`config.mk`:
```
export PLATFORM = sky130hd
export DESIGN_NAME = cordic_sine_unrolled
export DESIGN_NICKNAME = d
export VERILOG_FILES = /design/src/rtl/cordic_pkg.sv /design/src/rtl/cordic_stage.sv /design/src/rtl/cordic_bank.sv /design/src/rtl/cordic_sine_unrolled.sv
export SDC_FILE = /design/constraint.sdc
export NUM_CORES = 2
export LEC_CHECK = 0
export BUFFER_PORTS_ARGS = -buffer_cell sky130_fd_sc_hd__buf_2
export CELL_PAD_IN_SITES_DETAIL_PLACEMENT = 0
export CELL_PAD_IN_SITES_GLOBAL_PLACEMENT = 1
export CORE_ASPECT_RATIO = 1.25
export CORE_MARGIN = 4
export CORE_UTILIZATION = 35
export CTS_CLUSTER_DIAMETER = 150
export DETAILED_ROUTE_END_ITERATION = 16
export PLACE_DENSITY = 0.7
export SLEW_MARGIN = 25
export SYNTH_ARGS = -nofsm -noshare
export SYNTH_HDL_FRONTEND = slang
export SYNTH_SLANG_ARGS = --single-unit
```
`constraint.sdc`:
```
create_clock -name clk -period 4.5 [get_ports clk]
set_clock_uncertainty 0.15 [all_clocks]
set_input_delay 0.675 -clock clk [delete_from_list [all_inputs] [get_ports clk]]
set_output_delay 0.675 -clock clk [all_outputs]
set_load 0.1 [all_outputs]
```
`src/rtl/cordic_pkg.sv`:
```
// Package: shared word type, lane bundle and hardwired constants for the
// unrolled CORDIC. Assumes angle codes map +/-pi onto the full signed word.
package cordic_pkg;
    localparam int WORD = 16;
    localparam int FRAC = 14;

    typedef logic signed [WORD-1:0] word_t;

    // One lane between stages: valid flag plus the three rotation words.
    typedef struct packed {
        logic  vld;
        word_t x;
        word_t y;
        word_t z;
    } lane_t;

    // Reciprocal of the CORDIC gain in Q1.14.
    localparam word_t INV_GAIN = 16'sd9949;

    // atan(2^-i) scaled so that pi maps to 32768.
    function automatic word_t atan_code(input int i);
        case (i)
            0:       return 16'sd8192;
            1:       return 16'sd4836;
            2:       return 16'sd2555;
            3:       return 16'sd1297;
            4:       return 16'sd651;
            5:       return 16'sd326;
            6:       return 16'sd163;
            7:       return 16'sd81;
            8:       return 16'sd41;
            9:       return 16'sd20;
            10:      return 16'sd10;
            11:      return 16'sd5;
            12:      return 16'sd3;
            13:      return 16'sd1;
            14:      return 16'sd1;
            default: return 16'sd0;
        endcase
    endfunction
endpackage

```
`src/rtl/cordic_stage.sv`:
```
// Module: one combinational CORDIC micro-rotation with a wired shift and a
// hardwired arctangent. Assumes shifts are arithmetic (sign kept).
module cordic_stage
    import cordic_pkg::*;
#(
    parameter int    SHIFT = 0,
    parameter word_t ATAN  = '0
) (
    input  lane_t a,
    output lane_t b
);
    word_t xs;
    word_t ys;

    // Rotate toward zero residual angle; the sign of z picks the direction.
    always_comb begin
        xs    = a.x >>> SHIFT;
        ys    = a.y >>> SHIFT;
        b.vld = a.vld;
        if (a.z[WORD-1]) begin
            b.x = a.x + ys;
            b.y = a.y - xs;
            b.z = a.z + ATAN;
        end else begin
            b.x = a.x - ys;
            b.y = a.y + xs;
            b.z = a.z - ATAN;
        end
    end
endmodule

```
`src/rtl/cordic_bank.sv`:
```
// Module: optional register bank between stages. ENABLE=0 is a plain wire.
// Assumes a synchronous active-low reset that clears the lane.
module cordic_bank
    import cordic_pkg::*;
#(
    parameter bit ENABLE = 1'b1
) (
    input  logic  clk,
    input  logic  rst_n,
    input  lane_t d,
    output lane_t q
);
    generate
        if (ENABLE) begin : g_reg
            // Capture the lane each clock; reset drops the valid flag.
            always_ff @(posedge clk) begin
                if (!rst_n) q <= '0;
                else        q <= d;
            end

            // a bank holds no valid sample on the edge after reset.
            a_r1_bank_clear: assert property (@(posedge clk)
                !rst_n |=> !q.vld);
        end else begin : g_wire
            assign q = d;
        end
    endgenerate
endmodule

```
`src/rtl/cordic_sine_unrolled.sv`:
```
// Module: fully unrolled rotation-mode CORDIC with register banks every
// STAGES_PER_REG stages. Assumes inputs lie within +/-pi/2 (code +/-16384).
module cordic_sine_unrolled
    import cordic_pkg::*;
#(
    parameter int ITER           = 14,
    parameter int STAGES_PER_REG = 1
) (
    input  logic                   clk,
    input  logic                   rst_n,
    input  logic                   in_valid,
    input  logic signed [WORD-1:0] in_angle,
    output logic                   out_valid,
    output logic signed [WORD-1:0] out_sin,
    output logic signed [WORD-1:0] out_cos
);
    localparam int BANKS = (STAGES_PER_REG > ITER) ? 0
                         : (ITER + STAGES_PER_REG - 1) / STAGES_PER_REG;

    lane_t chain [0:ITER];

    // Seed the first stage with the pre-scaled unit vector.
    assign chain[0] = '{vld: in_valid, x: INV_GAIN, y: '0, z: in_angle};

    generate
        for (genvar s = 0; s < ITER; s++) begin : g_stage
            localparam bit REG_HERE = ((s + 1) % STAGES_PER_REG == 0) ||
                                      ((s == ITER - 1) && (STAGES_PER_REG <= ITER));
            lane_t mid;

            cordic_stage #(.SHIFT(s), .ATAN(atan_code(s))) u_rot (
                .a (chain[s]),
                .b (mid)
            );

            cordic_bank #(.ENABLE(REG_HERE)) u_bank (
                .clk   (clk),
                .rst_n (rst_n),
                .d     (mid),
                .q     (chain[s+1])
            );
        end
    endgenerate

    assign out_valid = chain[ITER].vld;
    assign out_sin   = chain[ITER].y;
    assign out_cos   = chain[ITER].x;

    // ---------------- assertions ----------------
    logic [7:0]         inflight;
    logic signed [33:0] mag;

    // Track samples accepted but not yet delivered.
    always_ff @(posedge clk) begin
        if (!rst_n) inflight <= '0;
        else        inflight <= inflight + 8'(in_valid) - 8'(out_valid);
    end

    // Sum of squares of the output pair.
    always_comb mag = 34'(out_sin * out_sin) + 34'(out_cos * out_cos);

    generate
        if (BANKS > 0) begin : g_seq_chk
            // reset leaves no result on the output.
            a_r1_reset_clears: assert property (@(posedge clk)
                !rst_n |=> !out_valid);
            // never more samples in flight than there are banks.
            a_r3_inflight_bound: assert property (@(posedge clk) disable iff (!rst_n)
                inflight <= 8'(BANKS));
        end
    endgenerate

    // the output vector keeps unit magnitude.
    a_r6_magnitude: assert property (@(posedge clk) disable iff (!rst_n)
        out_valid |-> (mag > 34'sd267386880 && mag < 34'sd269484032));
    // the sine stays within full scale plus tolerance.
    a_r4_sin_range: assert property (@(posedge clk) disable iff (!rst_n)
        out_valid |-> (out_sin <= 16'sd16400 && out_sin >= -16'sd16400));
    // the cosine is never meaningfully negative inside +/-pi/2.
    a_r5_cos_range: assert property (@(posedge clk) disable iff (!rst_n)
        out_valid |-> (out_cos >= -16'sd16 && out_cos <= 16'sd16400));
endmodule

```
# --- Word-level counts from Yosys, hierarchy flattened ---
# Index checks and enable logic that the tools add are counted.
# W data, S select, Z words.
op_classes:
  n_mux: 14
  add_sub_neg: 80
op_table:
  columns: ["operator", "count"]
  rows:
  - ["$mux W48", 13]
  - ["$add A16 B14 Y16", 3]
  - ["$sub A16 B14 Y16", 3]
  - ["$add A16 B10 Y16", 2]
  - ["$add A16 B11 Y16", 2]
  - ["$add A16 B12 Y16", 2]
  - ["$add A16 B13 Y16", 2]
  - ["$add A16 B3 Y16", 2]
  - ["$add A16 B4 Y16", 2]
  - ["$add A16 B5 Y16", 2]
  - ["$add A16 B6 Y16", 2]
  - ["$add A16 B7 Y16", 2]
  - ["$add A16 B8 Y16", 2]
  - ["$add A16 B9 Y16", 2]
  - ["$mux W32", 1]
  - ["$sub A16 B10 Y16", 2]
  - ["$sub A16 B11 Y16", 2]
  - ["$sub A16 B12 Y16", 2]
  - ["$sub A16 B13 Y16", 2]
  - ["$sub A16 B3 Y16", 2]
  - ["$sub A16 B4 Y16", 2]
  - ["$sub A16 B5 Y16", 2]
  - ["$sub A16 B6 Y16", 2]
  - ["$sub A16 B7 Y16", 2]
  - ["other kinds (32)", 34]
word_totals:
  word_cells: 149
  out_inout_bits: 33
  in_bits: 19
  register_bits: 668

# --- Logic depth before layout (Yosys ltp) ---
depth:
  depth_word: 2
  depth_mapped: 17
  mapped_depth_nobuf: 17

# --- Modules after synthesis ---
# A second synthesis with hierarchy kept.
hier_totals:
  hier_cells: 6347
  area_unflattened_um2: 54454.7
modules_own_cells:
  columns: ["module", "cells_each", "seq_area_each_um2", "n_inst", "area_each_um2"]
  rows:
  - ["cordic_bank", 103, 980.9, 14, 1345.0]
  - ["cordic_stage (g_stage[3].u_rot)", 391, 0.0, 1, 2798.9]
  - ["cordic_stage (g_stage[6].u_rot)", 372, 0.0, 1, 2656.3]
  - ["cordic_stage (g_stage[1].u_rot)", 363, 0.0, 1, 2647.5]
  - ["cordic_stage (g_stage[2].u_rot)", 360, 0.0, 1, 2612.5]
  - ["cordic_stage (g_stage[7].u_rot)", 348, 0.0, 1, 2596.2]
  - ["cordic_stage (g_stage[4].u_rot)", 360, 0.0, 1, 2590.0]
  - ["cordic_stage (g_stage[0].u_rot)", 363, 0.0, 1, 2546.2]
  - ["cordic_stage (g_stage[5].u_rot)", 351, 0.0, 1, 2516.2]
  - ["cordic_stage (g_stage[11].u_rot)", 346, 0.0, 1, 2509.9]
  - ["cordic_stage (g_stage[8].u_rot)", 338, 0.0, 1, 2488.6]
  - ["cordic_stage (g_stage[13].u_rot)", 334, 0.0, 1, 2468.6]
  - ["cordic_stage (g_stage[9].u_rot)", 331, 0.0, 1, 2414.8]
  - ["cordic_stage (g_stage[10].u_rot)", 342, 0.0, 1, 2408.6]
  - ["2 more rows", null, null, null, null]

# --- Worst setup path after synthesis ---
# OpenSTA, ideal clock, no wires.
synth_timing:
  path_kind: "register -> register"
  start: "register g_stage[12].u_bank.q[15] (netlist name)"
  end: "register g_stage[13].u_bank.q[30] (netlist name)"
  arrival_ns: 3.364
  setup_ns: 0.072
  t_required_ns: 4.278
  path_slack_ns: 0.914
  n_path_buf: 1
  stages_incl_launch_ff: 13
  synth_period_minus_slack_ns: 3.586
  path_cell_list: "dfxtp_1 > clkbuf_1 > inv_1 > a21boi_0 > ha_1 > a21o_1 > a221oi_1 > and4b_1 > a211o_1 > a21oi_1 > o21bai_1 > a31oi_1 > mux2i_1"
synth_between:
  elab_chain_len: 1
synth_lines:
  columns: ["element", "line", "text"]
  rows:
  - ["start: declaration", "cordic_bank.sv:11", "output lane_t q"]
  - ["start signal: assignment", "cordic_bank.sv:17", "if (!rst_n) q <= '0;"]
  - ["start signal: assignment", "cordic_bank.sv:18", "else q <= d;"]
  - ["$mux W48", "cordic_stage.sv:20", "if (a.z[WORD-1]) begin"]
  - ["end signal: assignment", "cordic_bank.sv:17", null]
  - ["end signal: assignment", "cordic_bank.sv:18", null]
  - ["end: declaration", "cordic_bank.sv:11", null]
# No other way between the ends.
# A chain may end at the register's enable or synchronous reset.

# --- Final worst setup path ---
layout_timing:
  start: "register g_stage[11].u_bank.q[45] (netlist name)"
  end: "register g_stage[12].u_bank.q[30] (netlist name)"
layout_between:
  elab_chain_len: 2
  elab_cells_between_ends: 3
  cone_classes: "add/sub (2); mux (1)"
layout_lines:
  columns: ["element", "line"]
  rows:
  - ["start: declaration", "cordic_bank.sv:11"]
  - ["start signal: assignment", "cordic_bank.sv:17"]
  - ["start signal: assignment", "cordic_bank.sv:18"]
  - ["$add A16 B4 Y16 / $sub A16 B4 Y16 (equally long branches)", "cordic_stage.sv:26, cordic_stage.sv:22"]
  - ["$mux W48 *", "cordic_stage.sv:20"]
# Mark *: on every way between the ends. The rest lies on a longest branch, timed or not.

==> qor.yml <==
die:
  core_mm2: 0.124
  die_h_um: 403
  die_width_um: 324
  ios: 52
  die-area_mm2: 0.131
  start_util: 0.354
  rows: 144
worst_setup_path:
  cp-start-kind: "flip-flop"
  endpoint_kind: "flip-flop"
  crit_fanout: 4
  worst_r2r_endpoint: "g_stage[12].u_bank.q[30]"
  critPathRequiredTime_ns: 4.93
  reg2reg_from: "g_stage[11].u_bank.q[45]"
  rr_worst_depth: 14
  r2r_setup_slack_ns: 0.46
  cp.arrival_ns: 4.47
  worst-setup-path-type: "flip-flop to flip-flop"
timing:
  finalCriticalPeriod_ns: 4.04
  fin_ws_ns: 0.456
  rsz0062_at_grt: "false"
  slew_violations: 0
  worst_slew_pin_slew_ns: 0.979
  finalSetupViolations: 0
  min_period_over_period: 0.899
  relSlewSlack: 0.339
  finalSetupTns_ns: 0
  max_freq_ghz: 0.247
  finalHoldViolCount: 0
global_route:
  antenna_found_initial: 1
  grt_pass1_vias: 35000
  grt_usage: 0.171
  grt_pass1_wl_mm: 182
  grt_overflow_total: 0
  grt_max_degree: 129
run:
  max_cap_violations: 0
min_path:
  hold_depth: 2
  min_to: "g_stage[0].u_bank.q[13]"
  min_from: "in_angle[13]"
  hold_path_class: "primary input to flip-flop"
synthesis:
  syn_nets: 5859
  synthCells: 5186
  synth.avg_cell_area_um2: 8.43
  synth_cell_types: 79
  yosys_warnings: 0
  ys_seq_elements: 625
  synth_area_mm2: 0.0437
  synth_ff_type: "dfxtp_1"
  synth_edf_count: 0
  yosysSeqAreaShare: 0.286
  synth-async-reset-ratio: 0
place:
  dp_hpwl_mm: 88.4
  place_congestion: 0.852
  placement.io_buffers: 51
  dp_worst_setup_slack_ns: 0.543
  dp.cells: 6729
cts:
  cts_tree: "yes"
  clock_sinks: 625
  clkLatencyLatePin_ns: 0.66
  h-tree-depth: 3
  clockBufferDepth: 3
  cts_resized: 0
  root_buffer: "clkbuf_16"
  clk_pin_slew_ns: 0.06
  cts_made_buffers: 75
final_layout:
  layout_common_cells: "705 x nor2_1, 625 x dfxtp_1, 615 x ha_1"
  layout-drive-gt1-share: 0.0485
  reg_top3: "g_stage.u_bank.q x625"
  num-nets-final: 5874
  fin_cells: 6861
  final_common_cell: "nor2_1"
  area_growth_pct: 10.3
  antennaDiodeCount: 0
  regMostFlops: "g_stage.u_bank.q"
  largest_register_ffs: 625
routing:
  post_drt_via_cell_ratio: 5.11
  routedWlPerCell_um: 16.3
  drt-initial-drc-count: 1563
  drt_pass1_iterations: 5
  drc: 0
  wirelength_mm: 112
  postRouteAntennaNets: 0
  vias: 35100
status:
  status: "completed"
## logic make-up after synthesis
kind of cell / after synthesis / synth area share
adders and majority gates: 654 / 0.194
xor gates and xnor gates: 545 / 0.109
AOI/OAI and AO/OA: 1304 / 0.188
muxes: 49 / 0.0117
DFF: 625 / 0.286
buffers and inverters: 396 / 0.0368
and+or+nand+nor: 1613 / 0.174
## final cells by class
type                       instances  area (um2)
clock inverter                    34         500
timing repair buffer              88         592
inverter                         246         931
fill                           12700       75400
sequential                       625       12500
tap                             1606        2010
clock buffer                      97        2070
multi-input combinational       4165       29600
## stage by stage
step	utilization	area, um2	hold WS (ns)
floorplan	-	43700	0.262
global placement	0.369	45600	0.263
detailed placement	0.369	45600	0.267
CTS	0.390	48200	0.00349
global route	0.390	48200	0.0506
finish	0.390	48200	0.0657
## repair_timing
action | in CTS | in global routing
hold buffers | 1 | 0
endpoints found under the hold margin | 1 | 0
setup buffers | 0 | 0
setup endpoints to repair | 0 | 0
## metal layers
metal,track usage,vias up,wire [um]
met3,0.0182,148,2710
met5,0,-,0
met4,0.0669,0,4170
met2,0.327,385,58800
met1,0.190,16300,46000
li1,-,18200,-
## cell usage after synthesis, types with 11 or more instances
cell type / n / area (um2)
buf_4: 32 / 240
a2111oi_0: 17 / 149
nand4_1: 25 / 156
or2_2: 12 / 75.1
a21boi_0: 22 / 165
and2_1: 123 / 769
mux2_2: 18 / 203
nor2b_1: 64 / 400
a211o_1: 14 / 123
and3_1: 27 / 169
a221oi_1: 11 / 96.3
inv_1: 242 / 908
o211ai_1: 14 / 105
nor3_1: 150 / 751
o21ai_0: 253 / 1270
xnor2_1: 320 / 2800
ha_1: 615 / 7690
nand2_1: 239 / 897
fa_1: 39 / 781
o31ai_1: 36 / 270
a31oi_1: 51 / 319
mux2i_1: 31 / 310
dfxtp_1: 625 / 12500
xor2_1: 225 / 1970
o21a_1: 67 / 503
a21oi_1: 443 / 2220
nand2b_1: 99 / 619
clkbuf_1: 107 / 402
o41ai_1: 18 / 158
a211oi_1: 56 / 420
nor2_1: 705 / 2650
nor4_1: 18 / 113
a21o_1: 168 / 1260
o21bai_1: 47 / 353
nor3b_1: 45 / 338
or3_1: 20 / 125
nand3_1: 50 / 250
## critical path, cell delays in order, from the launching register on
cell and delay (ns):
dfxtp_1 0.33, or3_1 0.44, nand2b_1 0.18, ha_1 0.28, inv_1 0.04, o21ai_0 0.26, ha_1 0.35, and3_1 0.17
a221oi_1 0.47, nor3_1 0.13, a211o_1 0.29, a21oi_1 0.24, o21ai_1 0.13, a221oi_1 0.30, mux2i_1 0.22
## how the worst max path moves through the flow
stage                                        start                  endpoint  slack, ns  cells after the start
after floorplan           g_stage[12].u_bank.q[15]  g_stage[13].u_bank.q[30]       0.91                     12
after global placement    g_stage[11].u_bank.q[45]  g_stage[12].u_bank.q[30]       0.59                     14
after detailed placement  g_stage[11].u_bank.q[45]  g_stage[12].u_bank.q[30]       0.54                     14
after CTS                 g_stage[11].u_bank.q[45]  g_stage[12].u_bank.q[30]       0.52                     14
after global routing      g_stage[11].u_bank.q[45]  g_stage[12].u_bank.q[30]       0.23                     14
final                     g_stage[11].u_bank.q[45]  g_stage[12].u_bank.q[30]       0.46                     14
Power is not shown: default switching activity piles up to over one toggle a cycle in this logic, so the estimate is an artifact.
